$ cat src/rtl/vis_pkg.sv
package vis_pkg;
  typedef enum logic { OP_GATHER = 1'b0, OP_SCATTER = 1'b1 } vis_op_e;

  function automatic logic [15:0] elem_addr16(input logic [15:0] b, input logic [15:0] off);
    elem_addr16 = b + off;
  endfunction
endpackage

$ cat src/rtl/vis_pick.sv
module vis_pick #(
  parameter int N  = 4,
  localparam int IW = $clog2(N)
) (
  input  logic [N-1:0]  pend,
  output logic          found,
  output logic [IW-1:0] sel,
  output logic [N-1:0]  sel_oh
);
  always_comb begin
    found  = 1'b0;
    sel    = '0;
    sel_oh = '0;
    for (int i = N - 1; i >= 0; i--) begin
      if (pend[i]) begin
        found  = 1'b1;
        sel    = IW'(i);
        sel_oh = N'(1) << i;
      end
    end
  end
endmodule

$ cat src/rtl/vis_addr.sv
module vis_addr #(
  parameter int N  = 4,
  parameter int AW = 16,
  localparam int IW = $clog2(N)
) (
  input  logic [AW-1:0]   base,
  input  logic [N*AW-1:0] idx_vec,
  input  logic [IW-1:0]   sel,
  output logic [AW-1:0]   addr
);
  logic [AW-1:0] off;
  assign off  = idx_vec[sel*AW +: AW];
  assign addr = base + off;
endmodule

$ cat src/rtl/vis_gather_buf.sv
module vis_gather_buf #(
  parameter int N  = 4,
  parameter int DW = 16,
  localparam int IW = $clog2(N)
) (
  input  logic            clk,
  input  logic            rst_n,
  input  logic            clr,
  input  logic            cap,
  input  logic [IW-1:0]   cap_idx,
  input  logic [DW-1:0]   rdata,
  output logic [N*DW-1:0] result
);
  for (genvar g = 0; g < N; g++) begin : g_slot
    always_ff @(posedge clk or negedge rst_n) begin
      if (!rst_n)                                 result[g*DW +: DW] <= '0;
      else if (clr)                               result[g*DW +: DW] <= '0;
      else if (cap && (cap_idx == IW'(g)))        result[g*DW +: DW] <= rdata;
    end
  end
endmodule

$ cat src/rtl/vec_indirect_seq.sv
module vec_indirect_seq
  import vis_pkg::*;
#(
  parameter int N  = 4,
  parameter int AW = 16,
  parameter int DW = 16
) (
  input  logic            clk,
  input  logic            rst_n,
  input  logic            start,
  input  logic            is_store,
  input  logic [AW-1:0]   base,
  input  logic [N*AW-1:0] idx_vec,
  input  logic [N*DW-1:0] data_vec,
  input  logic [N-1:0]    mask,
  output logic            busy,
  output logic            done,
  output logic [N*DW-1:0] result,
  output logic [AW-1:0]   mem_addr,
  output logic [DW-1:0]   mem_wdata,
  output logic            mem_we,
  output logic            mem_re,
  input  logic            mem_ready,
  input  logic [DW-1:0]   mem_rdata
);
  localparam int IW = $clog2(N);

  logic            busy_q, done_q, rd_vld_q;
  vis_op_e         op_q;
  logic [N-1:0]    pend_q;
  logic [AW-1:0]   base_q;
  logic [N*AW-1:0] idx_q;
  logic [N*DW-1:0] data_q;
  logic [IW-1:0]   rd_idx_q;

  logic            found;
  logic [IW-1:0]   cur;
  logic [N-1:0]    cur_oh;
  logic [AW-1:0]   cur_addr;

  // named internal events
  logic start_acc, issue, accept, finish, rd_fire;
  assign start_acc = start && !busy_q;
  assign issue     = busy_q && found;
  assign accept    = issue && mem_ready;
  assign finish    = busy_q && !found && !rd_vld_q;
  assign rd_fire   = rd_vld_q;

  vis_pick #(.N(N)) u_pick (
    .pend(pend_q), .found(found), .sel(cur), .sel_oh(cur_oh)
  );

  vis_addr #(.N(N), .AW(AW)) u_addr (
    .base(base_q), .idx_vec(idx_q), .sel(cur), .addr(cur_addr)
  );

  vis_gather_buf #(.N(N), .DW(DW)) u_buf (
    .clk(clk), .rst_n(rst_n), .clr(start_acc), .cap(rd_fire),
    .cap_idx(rd_idx_q), .rdata(mem_rdata), .result(result)
  );

  always_ff @(posedge clk or negedge rst_n) begin
    if (!rst_n) begin
      busy_q   <= 1'b0;
      done_q   <= 1'b0;
      rd_vld_q <= 1'b0;
      rd_idx_q <= '0;
      op_q     <= OP_GATHER;
      pend_q   <= '0;
      base_q   <= '0;
      idx_q    <= '0;
      data_q   <= '0;
    end else begin
      done_q   <= finish;
      rd_vld_q <= accept && (op_q == OP_GATHER);
      if (accept) rd_idx_q <= cur;
      if (start_acc) begin
        busy_q <= 1'b1;
        op_q   <= is_store ? OP_SCATTER : OP_GATHER;
        pend_q <= mask;
        base_q <= base;
        idx_q  <= idx_vec;
        data_q <= data_vec;
      end else if (busy_q) begin
        if (accept) pend_q <= pend_q & ~cur_oh;
        if (finish) busy_q <= 1'b0;
      end
    end
  end

  assign busy      = busy_q;
  assign done      = done_q;
  assign mem_addr  = issue ? cur_addr : '0;
  assign mem_we    = issue && (op_q == OP_SCATTER);
  assign mem_re    = issue && (op_q == OP_GATHER);
  assign mem_wdata = mem_we ? data_q[cur*DW +: DW] : '0;
endmodule

$ cat config.mk
export PLATFORM = sky130hd
export DESIGN_NAME = vec_indirect_seq
export DESIGN_NICKNAME = d
export VERILOG_FILES = /design/src/rtl/vis_pkg.sv /design/src/rtl/vis_pick.sv /design/src/rtl/vis_addr.sv /design/src/rtl/vis_gather_buf.sv /design/src/rtl/vec_indirect_seq.sv
export SDC_FILE = /design/constraint.sdc
export NUM_CORES = 1
export LEC_CHECK = 0
export BUFFER_PORTS_ARGS = -buffer_cell sky130_fd_sc_hd__buf_2
export CAP_MARGIN = 20
export CORE_MARGIN = 3
export CORE_UTILIZATION = 30
export DETAILED_ROUTE_END_ITERATION = 10
export SYNTH_ARGS = -nofsm -noshare
export SYNTH_HDL_FRONTEND = slang
export SYNTH_SLANG_ARGS = --single-unit
$ cat constraint.sdc
create_clock -name clk -period 4.9 [get_ports clk]
set_input_delay 0.735 -clock clk [delete_from_list [all_inputs] [get_ports clk]]
set_output_delay 0.735 -clock clk [all_outputs]
set_load 0.1 [all_outputs]
* Word-level counts from Yosys, hierarchy flattened *
Index checks and enable logic that the tools add are counted.
W data, S select, Z words.

word-level totals
  bits in registers = 218
  bits of input ports = 169
  output and inout bits = 100
  logic and storage cells = 74

cells by class
  add/sub/neg operators = 1
  equal/unequal tests = 3
  shift operators = 2
  mux-type cells = 29
  bitwise logic cells = 3
  reduce and logical (&&, ||, !) cells = 23

operators with widths
  cell                  number
  $mux W16              10
  $shiftx A64 B7 Y16    2
  $mux W4               7
  $add A16 B16 Y16      1
  $logic_and A1 B1 Y1   12
  $reduce_bool A2 Y1    6
  $mux W1               8
  $mux W2               4
  $and A4 B4 Y4         1
  $eq A2 B2 Y1 const B  2
  $not A4 Y4            1
  $logic_not A1 Y1      3
  $eq A2 B1 Y1 const B  1
  $logic_not A2 Y1      1
  $reduce_and A2 Y1     1
  $not A1 Y1            1

* Longest topological paths before layout *
Gate-level depths: netlist of the first run.

  depth after elaboration = 10
  mapped depth = 13
  depth with buffers taken out = 11

* By module *
A second synthesis of the first run with hierarchy kept.

second synthesis, totals
  cells, all modules = 779
  area, all modules = 10909.2 µm²

modules (own cells, without submodules)
  module            times used  cells an instance  area each (µm²)  seq. area each (µm²)
  vec_indirect_seq  1           417                6800.3           3853.7
  vis_gather_buf    1           230                2904.0           1601.5
  vis_addr          1           121                1143.6           0.0
  vis_pick          1           11                 61.3             0.0

* Worst setup path before layout of the first run *
Ideal clock, no wire load.

  path type = reg2out
  start point = register pend_q[3]
  end point = output mem_addr[7]
  arrival time = 4530 ps
  data required time = 4165 ps
  path slack = -365 ps
  cell stages (with the launch flop) = 11
  path buffers = 2
  path through = dfrtp_1 > nor2b_2 > o21bai_4 > buf_6 > buf_4 > mux4_2 > ha_1 > a21oi_1 > o21ai_0 > o21a_1 > nor3_1

between the ends
  cells in the longest elaborated chain, start to end = 7
  elaborated cells between the ends (all ways) = 12
  classes of those cells = add/sub: 1; shift: 1; mux: 9; reduce/logical: 1

ends and longest elaborated chain
  item                    line                    text
  from (decl)             vec_indirect_seq.sv:30  logic [N-1:0] pend_q;
  from (signal assigned)  vec_indirect_seq.sv:80  pend_q <= mask;
  from (signal assigned)  vec_indirect_seq.sv:85  if (accept) pend_q <= pend_q & ~cur_oh;
  $mux W2 (4 in a row)    vis_pick.sv:15          if (pend[i]) begin
  $shiftx A64 B7 Y16      vis_addr.sv:12          assign off = idx_vec[sel*AW +: AW];
  $add A16 B16 Y16        vis_addr.sv:13          assign addr = base + off;
  $mux W16 (*)            vec_indirect_seq.sv:93  assign mem_addr = issue ? cur_addr : '0;
  to (decl)               vec_indirect_seq.sv:19  output logic [AW-1:0] mem_addr,

Every way passes the cells marked *; elsewhere a longest branch is shown, timed or not.

* Worst setup path in the final report of the first run *
  start point = register pend_q[3]
  end point = output mem_addr[12]

The elaborated chain is that of the path after synthesis.

==> results.txt, run 1 <==
For the pin with the worst max-slew slack, the measured transition is ~0.94 ns. The final critical-path required period came out at 4.66 ns. Clock-pin slew was measured on the worst setup and hold paths at 0.06 ns. The part of the Yosys area used for sequential elements is 0.546. The via count normalized by instance count is 4.77. In the synthesized netlist the dominant register cell turns out to be sky130_fd_sc_hd__dfrtp_1. The area growth from synthesis to layout is 28.2%. Setup violations remaining at the end of the flow were counted as 0. The capturing point of the worst reg2reg path is rd_idx_q[1].

The cell sitting at the root of the clock tree is a sky130_fd_sc_hd__clkbuf_16. During synthesis, Yosys emitted a total of 0 warnings. The post-synthesis average cell area came out at around 12 sq um.

The count of state elements after synthesis came out at roughly 220. After detailed routing, the number of remaining DRC violations is 0. The most common cell after layout, fill and taps aside is sky130_fd_sc_hd__buf_2. The worst flop-to-flop path startpoint is pend_q[1]. The weighted congestion at the end of routability-driven global placement came out at 0.771. Registers take around 5500 sq um. The via count of the first global-routing pass came out at approximately 7600. In the layout the commonest cells are sky130_fd_sc_hd__buf_2 (258), sky130_fd_sc_hd__dfrtp_1 (218), sky130_fd_sc_hd__nand2_1 (145), sky130_fd_sc_hd__mux2_2 (145), sky130_fd_sc_hd__a21oi_1 (75). Data on the critical path is required at its endpoint by approximately 4.2 ns. The combined area of the multi-input logic cells came out at 4330 sq um. The port buffer count is roughly 270. The number of nets in the synthesized netlist is between 900 and 1000. The final max-slew violation count came to 0. The clock tree from TritonCTS is done. The area inside the core boundary came out at 32700 sq um. The worst setup path is captured at a primary output. The total CTS buffers came out at 25. The final hold violation count is 0. The tightest min-delay check is of the input pin to asynchronous set/reset pin type.

The number of cells in the design after placement is around 1500. Across all layers, the routed design uses about 7300 vias. The tool flagged a number of max-cap violations equal to 0. The synthesized instance count is 808.

The final cell count without fillers is between 1500 and 2000. The wire length per cell is between 15 and 20 um. The clock net sink count is approximately 220. Of the cells placed in the final design, the portion with a size suffix greater than 1 is 0.471.

In this run the number of H-tree levels came out at 1. The flow ran to the end, and the final reports show no timing, DRC or antenna violations. The highest achievable clock rate is about 210 MHz. The number of flops mapped to enable cells by yosys came out at 0.

The worst path arrival time came out at between 3 and 4 ns. The total negative setup slack is 0 ns. The initial utilization of the core area, before any placement, comes to 0.305. The reg2reg setup slack came out at between 2 and 3 ns. The global-route usage over all layers came out at 0.153. The global route total overflow came out at 0. The die boundary width is ~190 um. The classification of the worst setup path is flip-flop to primary output. The total half-perimeter wirelength after legalization and detailed placement came out at 19900 um.

The full die area is around 36000 sq um. The layout net count is between 1000 and 1500. The buffer depth of the longest clock path is 3.

Once detail routing completed, the nets flagged for antenna violations numbered 0. The worst-case reg-to-reg path depth came out at 5. On the final layout, the worst clock skew is between 0.004 and 0.005 ns. The later pin in the worst-skew pair is clocked with a latency of approximately 0.52 ns.

The floorplan has 66 rows. Synthesis instantiated 45 different standard cells from the library. For this design the top-level I/O count stands at roughly 270.

The wire length of the first global-routing pass is 43100 um. Counting the fill cells in the layout gives 3254. The pin count of the biggest net entering global routing is 160. The first routing iteration left between 300 and 400 violations.

The async set or reset register ratio after synthesis is 1.00. The share of the cycle needed by the critical path after routing came out at 0.950. Of all nets on the critical path, the largest fanout is 9. The worst pin sits at a relative slew slack of 0.370. In this run the vertical extent of the chip is around 190 um. Setup repair after global routing left no endpoint under its margin. The number of iterations in the first detailed-routing pass came out at 4. The synthesized netlist occupies a cell area of approximately 10000 sq um. The nature of the critical path startpoint is a flip-flop. The number of antenna violations at the first check in global routing is 12.

The final wirelength came out at 27800 um.
## cells in the mapped netlist, types with 8 or more instances
cell	n	share of area
sky130_fd_sc_hd__a21oi_1	76	0.038
sky130_fd_sc_hd__dfrtp_1	218	0.55
sky130_fd_sc_hd__ha_1	18	0.023
sky130_fd_sc_hd__nor2_1	27	0.010
sky130_fd_sc_hd__o21ai_0	13	0.0065
sky130_fd_sc_hd__nand2_1	145	0.055
sky130_fd_sc_hd__clkbuf_1	24	0.0090
sky130_fd_sc_hd__xnor2_1	8	0.0070
sky130_fd_sc_hd__and3_1	18	0.011
sky130_fd_sc_hd__mux4_2	29	0.065
sky130_fd_sc_hd__buf_2	18	0.0090
sky130_fd_sc_hd__mux2_2	145	0.16
## through the flow
step	util	area (sq um)	hold slack (ns)	setup slack, ns
finish	0.391	12800	0.243	0.244
global route	0.391	12800	0.316	0.00679
CTS	0.389	12700	0.299	0.130
floorplan	-	10000	0.439	0.00202
detailed placement	0.364	11900	0.488	0.563
global placement	0.364	11900	0.484	0.597
## worst max-delay path: stages (launching register included)
cell                       delay [ns]
sky130_fd_sc_hd__dfrtp_1         0.43
sky130_fd_sc_hd__nor2b_2         0.19
sky130_fd_sc_hd__o21bai_4        0.12
sky130_fd_sc_hd__buf_4           0.24
sky130_fd_sc_hd__mux4_2          0.57
sky130_fd_sc_hd__ha_1            0.32
sky130_fd_sc_hd__a21o_1          0.22
sky130_fd_sc_hd__or4b_2          0.60
sky130_fd_sc_hd__o22ai_1         0.23
sky130_fd_sc_hd__xor2_1          0.20
sky130_fd_sc_hd__nor2_2          0.07
sky130_fd_sc_hd__buf_12          0.20
## flip-flops by register name, summed over array words and instances (netlist names)
signal and flops:
base_q 16, busy 1, data_q 64, done 1, idx_q 64, op_q 1, pend_q 4, rd_fire 1
rd_idx_q 2, u_buf.result 64
## cell families (layout without fill, tap and decap cells)
logic type                 count (synthesis)  after routing  synth area share
other                                      0              9                 0
adders and majority gates                 19             19            0.0246
muxes                                    178            178             0.238
and+or+nand+nor                          214            214            0.0925
xor gates and xnor gates                  13             13            0.0114
buffers and inverters                     54            327            0.0244
AOI/OAI and AO/OA                        112            112            0.0629
DFF                                      218            218             0.546
## how the worst max path moves through the flow
| stage | slack, ns | end | start |
|---|---|---|---|
| 5_1_grt | 0.007 | mem_addr[10] | pend_q[3] |
| 6_report | 0.24 | mem_addr[12] | pend_q[3] |
| 3_3_place_gp | 0.60 | mem_addr[15] | pend_q[3] |
| 4_1_cts | 0.13 | mem_addr[15] | pend_q[3] |
| 2_1_floorplan | 0.002 | mem_addr[11] | pend_q[3] |
| 3_5_place_dp | 0.56 | mem_addr[15] | pend_q[3] |
## routing by layer
metal / share of wire / up-vias / track usage
met5: 0.0017 / - / 0
li1: - / 3391 / -
met4: 0.034 / 8 / 0.0579
met2: 0.47 / 249 / 0.251
met3: 0.062 / 55 / 0.0316
met1: 0.43 / 3608 / 0.202
## what timing repair did
item / 4_1_cts / 5_1_grt
resized for setup: 1 / 2
setup endpoints to repair: 1 / 1
pin swaps: 0 / 0
hold buffers: 0 / 0
buffers inserted: 0 / 0
## cell type report
cell class / count / share of cell area
inverters: 5 / 0.00147
well taps: 442 / 0.0432
clock inverters: 8 / 0.00753
multi-input cells: 536 / 0.339
flip-flops and latches: 218 / 0.426
repair buffers: 280 / 0.125
diodes: 9 / 0.00176
clock buffers: 34 / 0.0562
Power of run 1 is not shown: default switching activity piles up to over one toggle a cycle in this logic, so the estimate is an artifact.
==> run 2: changes to the inputs <==
--- a/config.mk
+++ b/config.mk
@@ -10,6 +10,7 @@
 export CORE_MARGIN = 3
 export CORE_UTILIZATION = 30
 export DETAILED_ROUTE_END_ITERATION = 10
+export PLACE_DENSITY = 0.49
 export SYNTH_ARGS = -nofsm -noshare
 export SYNTH_HDL_FRONTEND = slang
 export SYNTH_SLANG_ARGS = --single-unit
==> run 2 against run 1 <==
Clock skew up 0.0087 ns; count of clock-buffer cells in the layout rose by 1; non-clock buffer count grew 10; via count increased by 0.56%; setup slack got worse by 0.020 ns; critical endpoint unchanged; highest routed layer unchanged.
==> results.txt, run 2 (same netlist as run 1, synthesis figures left out) <==
In the layout the commonest cells are sky130_fd_sc_hd__buf_2 (259), sky130_fd_sc_hd__dfrtp_1 (218), sky130_fd_sc_hd__nand2_1 (145), sky130_fd_sc_hd__mux2_2 (145), sky130_fd_sc_hd__a21oi_1 (75). The via count of the first global-routing pass is 7641. The initial detailed-routing violation count came out at between 300 and 400. The number of max-cap violations is 0. The number of remaining DRC errors is 0. Once detail routing completed, the nets flagged for antenna violations numbered 0. The clock net sink count is roughly 220. The library cell used most frequently in the layout, excluding fill and tap cells, is sky130_fd_sc_hd__buf_2.

The wire length of the first global-routing pass came out at 44800 um. The layout filler cell count is around 3200. The global-route usage over all layers is 0.160.

The tightest slew margin relative to the limit is 0.384. Clock tree synthesis selected as its root buffer the cell sky130_fd_sc_hd__clkbuf_16. At the end of routability-driven placement, the weighted congestion stood at 0.769. The area growth from synthesis to layout came out at 30.6%. The global route total overflow came out at 0.

The floorplan step defined a die boundary enclosing approximately 36000 sq um. The run finished with clean final reports. The number of antenna violations at the first check in global routing is 8.

The source of the critical timing path is pend_q[3]. The total CTS buffers came out at 27. Before antenna repair, the detailed router went through 5 iterations.

The share of the cycle needed by the critical path after routing is 0.954. The port buffer count came out at roughly 270. The initial standard-cell utilization of the core is 0.305. The final max-slew violation count came out at 0. In the final layout, the share of cells above drive strength 1 is 0.483. The die is around 190 um wide. The die height came out at about 190 um. The largest fanout on the critical path came out at 8.

Clock-pin slew was measured on the worst setup and hold paths at 0.06 ns. The final-report setup violation count is 0. STA classifies the critical path endpoint as a primary output. The routed via count is 7352. At the end of the flow, the number of nets in the layout was 1266. The buffer depth of the longest clock path is 3. The critical path is of the flip-flop to primary output type. The total half-perimeter wirelength after legalization and detailed placement came out at 20000 um. The data required time at the worst endpoint is about 4.2 ns. The number of placed I/O pins came out at about 270. Setup repair after global routing left no endpoint under its margin.

The number of hold buffers added after CTS was 0. The final hold violation count is 0. The tightest min-delay check is of the input pin to asynchronous set/reset pin type. The via count normalized by instance count is between 4 and 5.

The clock skew is 0.0136 ns. STA classifies the critical path startpoint as a flip-flop. The worst-skew pair later-pin latency is 0.53 ns. The worst flop-to-flop path startpoint is pend_q[1]. The area inside the core boundary is 32700 sq um. The final critical-path required period is roughly 4.7 ns. The total negative setup slack is 0 ns. TritonCTS built the clock tree. The final wirelength came out at roughly 29000 um.

Timing would allow up to ~210 MHz. The pin count of the biggest net entering global routing came out at around 120. In the final layout, the registers with the most flip-flops are data_q: 64 flops, idx_q: 64 flops, u_buf.result: 64 flops. The total number of H-tree levels came out at 1. The slew at the pin with the worst max-slew slack is between 0.9 and 1 ns. After floorplanning, the core was divided into between 60 and 70 placement rows. STA puts the critical path data arrival time at approximately 4 ns. The wire length per cell came out at approximately 19 um.
==> run 2: cell count changes in the layout (fill, tap and decap cells not counted), moves of 2 or more <==
cell	delta
sky130_fd_sc_hd__clkinv_2	+2
sky130_fd_sc_hd__buf_12	+2
sky130_fd_sc_hd__buf_4	+8
sky130_fd_sc_hd__bufinv_16	+3
sky130_fd_sc_hd__diode_2	-6
sky130_fd_sc_hd__clkbuf_16	+2
==> run 2: area by class of cell <==
class	count	area [sq um]	share of cell area
Sequential cell	218	5460	0.418
Multi-Input combinational cell	536	4350	0.333
Timing Repair Buffer	290	1690	0.130
Clock buffer	35	766	0.0587
Tap cell	442	553	0.0424
Clock inverter	14	204	0.0156
Inverter	5	18.8	0.00144
Antenna cell	3	7.51	0.000576
==> run 2: stage by stage <==
stage / util / cell area, sq um / hold slack [ns] / worst slack (ns) / cells
final: 0.399 / 13000 / 0.236 / 0.225 / 1543
after CTS: 0.397 / 13000 / 0.301 / 0.0101 / 1539
after detailed placement: 0.364 / 11900 / 0.489 / 0.252 / 1479
after floorplan: - / 10000 / 0.439 / 0.00202 / 808
after global placement: 0.364 / 11900 / 0.484 / 0.349 / 1479
after global routing: 0.399 / 13000 / 0.294 / 0.0121 / 1543
==> run 2: what timing repair did <==
item,in CTS,in global routing
buffers inserted,11,0
setup endpoints to repair,7,6
pin swaps,2,0
resized for setup,0,6
==> run 2: path summary, 6_finish.rpt <==
kind                                end  slack [ns]  cells after the start
hold reg to reg              data_q[32]        0.49                      1
max in group asynchronous     idx_q[60]        3.59                      2
min in group clk             data_q[44]        0.43                      2
hold / removal               data_q[17]        0.24                      1
setup / recovery           mem_addr[12]        0.22                     13
setup reg to reg            rd_idx_q[1]        2.72                      5
==> run 2: routing by layer <==
metal / track usage / part of all wire / routed length [um]
met1: 0.218 / 0.45 / 12800
met2: 0.253 / 0.45 / 12900
met3: 0.0387 / 0.070 / 2000
met4: 0.0473 / 0.031 / 891
met5: 0 / 0.0020 / 58
==> run 2: worst max-delay path: stages, from the launching register on <==
cell,delay (ns)
sky130_fd_sc_hd__dfrtp_1,0.42
sky130_fd_sc_hd__nor2b_2,0.19
sky130_fd_sc_hd__o21bai_4,0.16
sky130_fd_sc_hd__buf_12,0.15
sky130_fd_sc_hd__buf_4,0.14
sky130_fd_sc_hd__buf_4,0.13
sky130_fd_sc_hd__mux4_2,0.51
sky130_fd_sc_hd__ha_1,0.27
sky130_fd_sc_hd__nor2_4,0.16
sky130_fd_sc_hd__or4b_2,0.59
sky130_fd_sc_hd__o22ai_1,0.21
sky130_fd_sc_hd__xor2_1,0.20
sky130_fd_sc_hd__nor2_2,0.07
sky130_fd_sc_hd__buf_12,0.20
Power of run 2 is left out for the same reason.
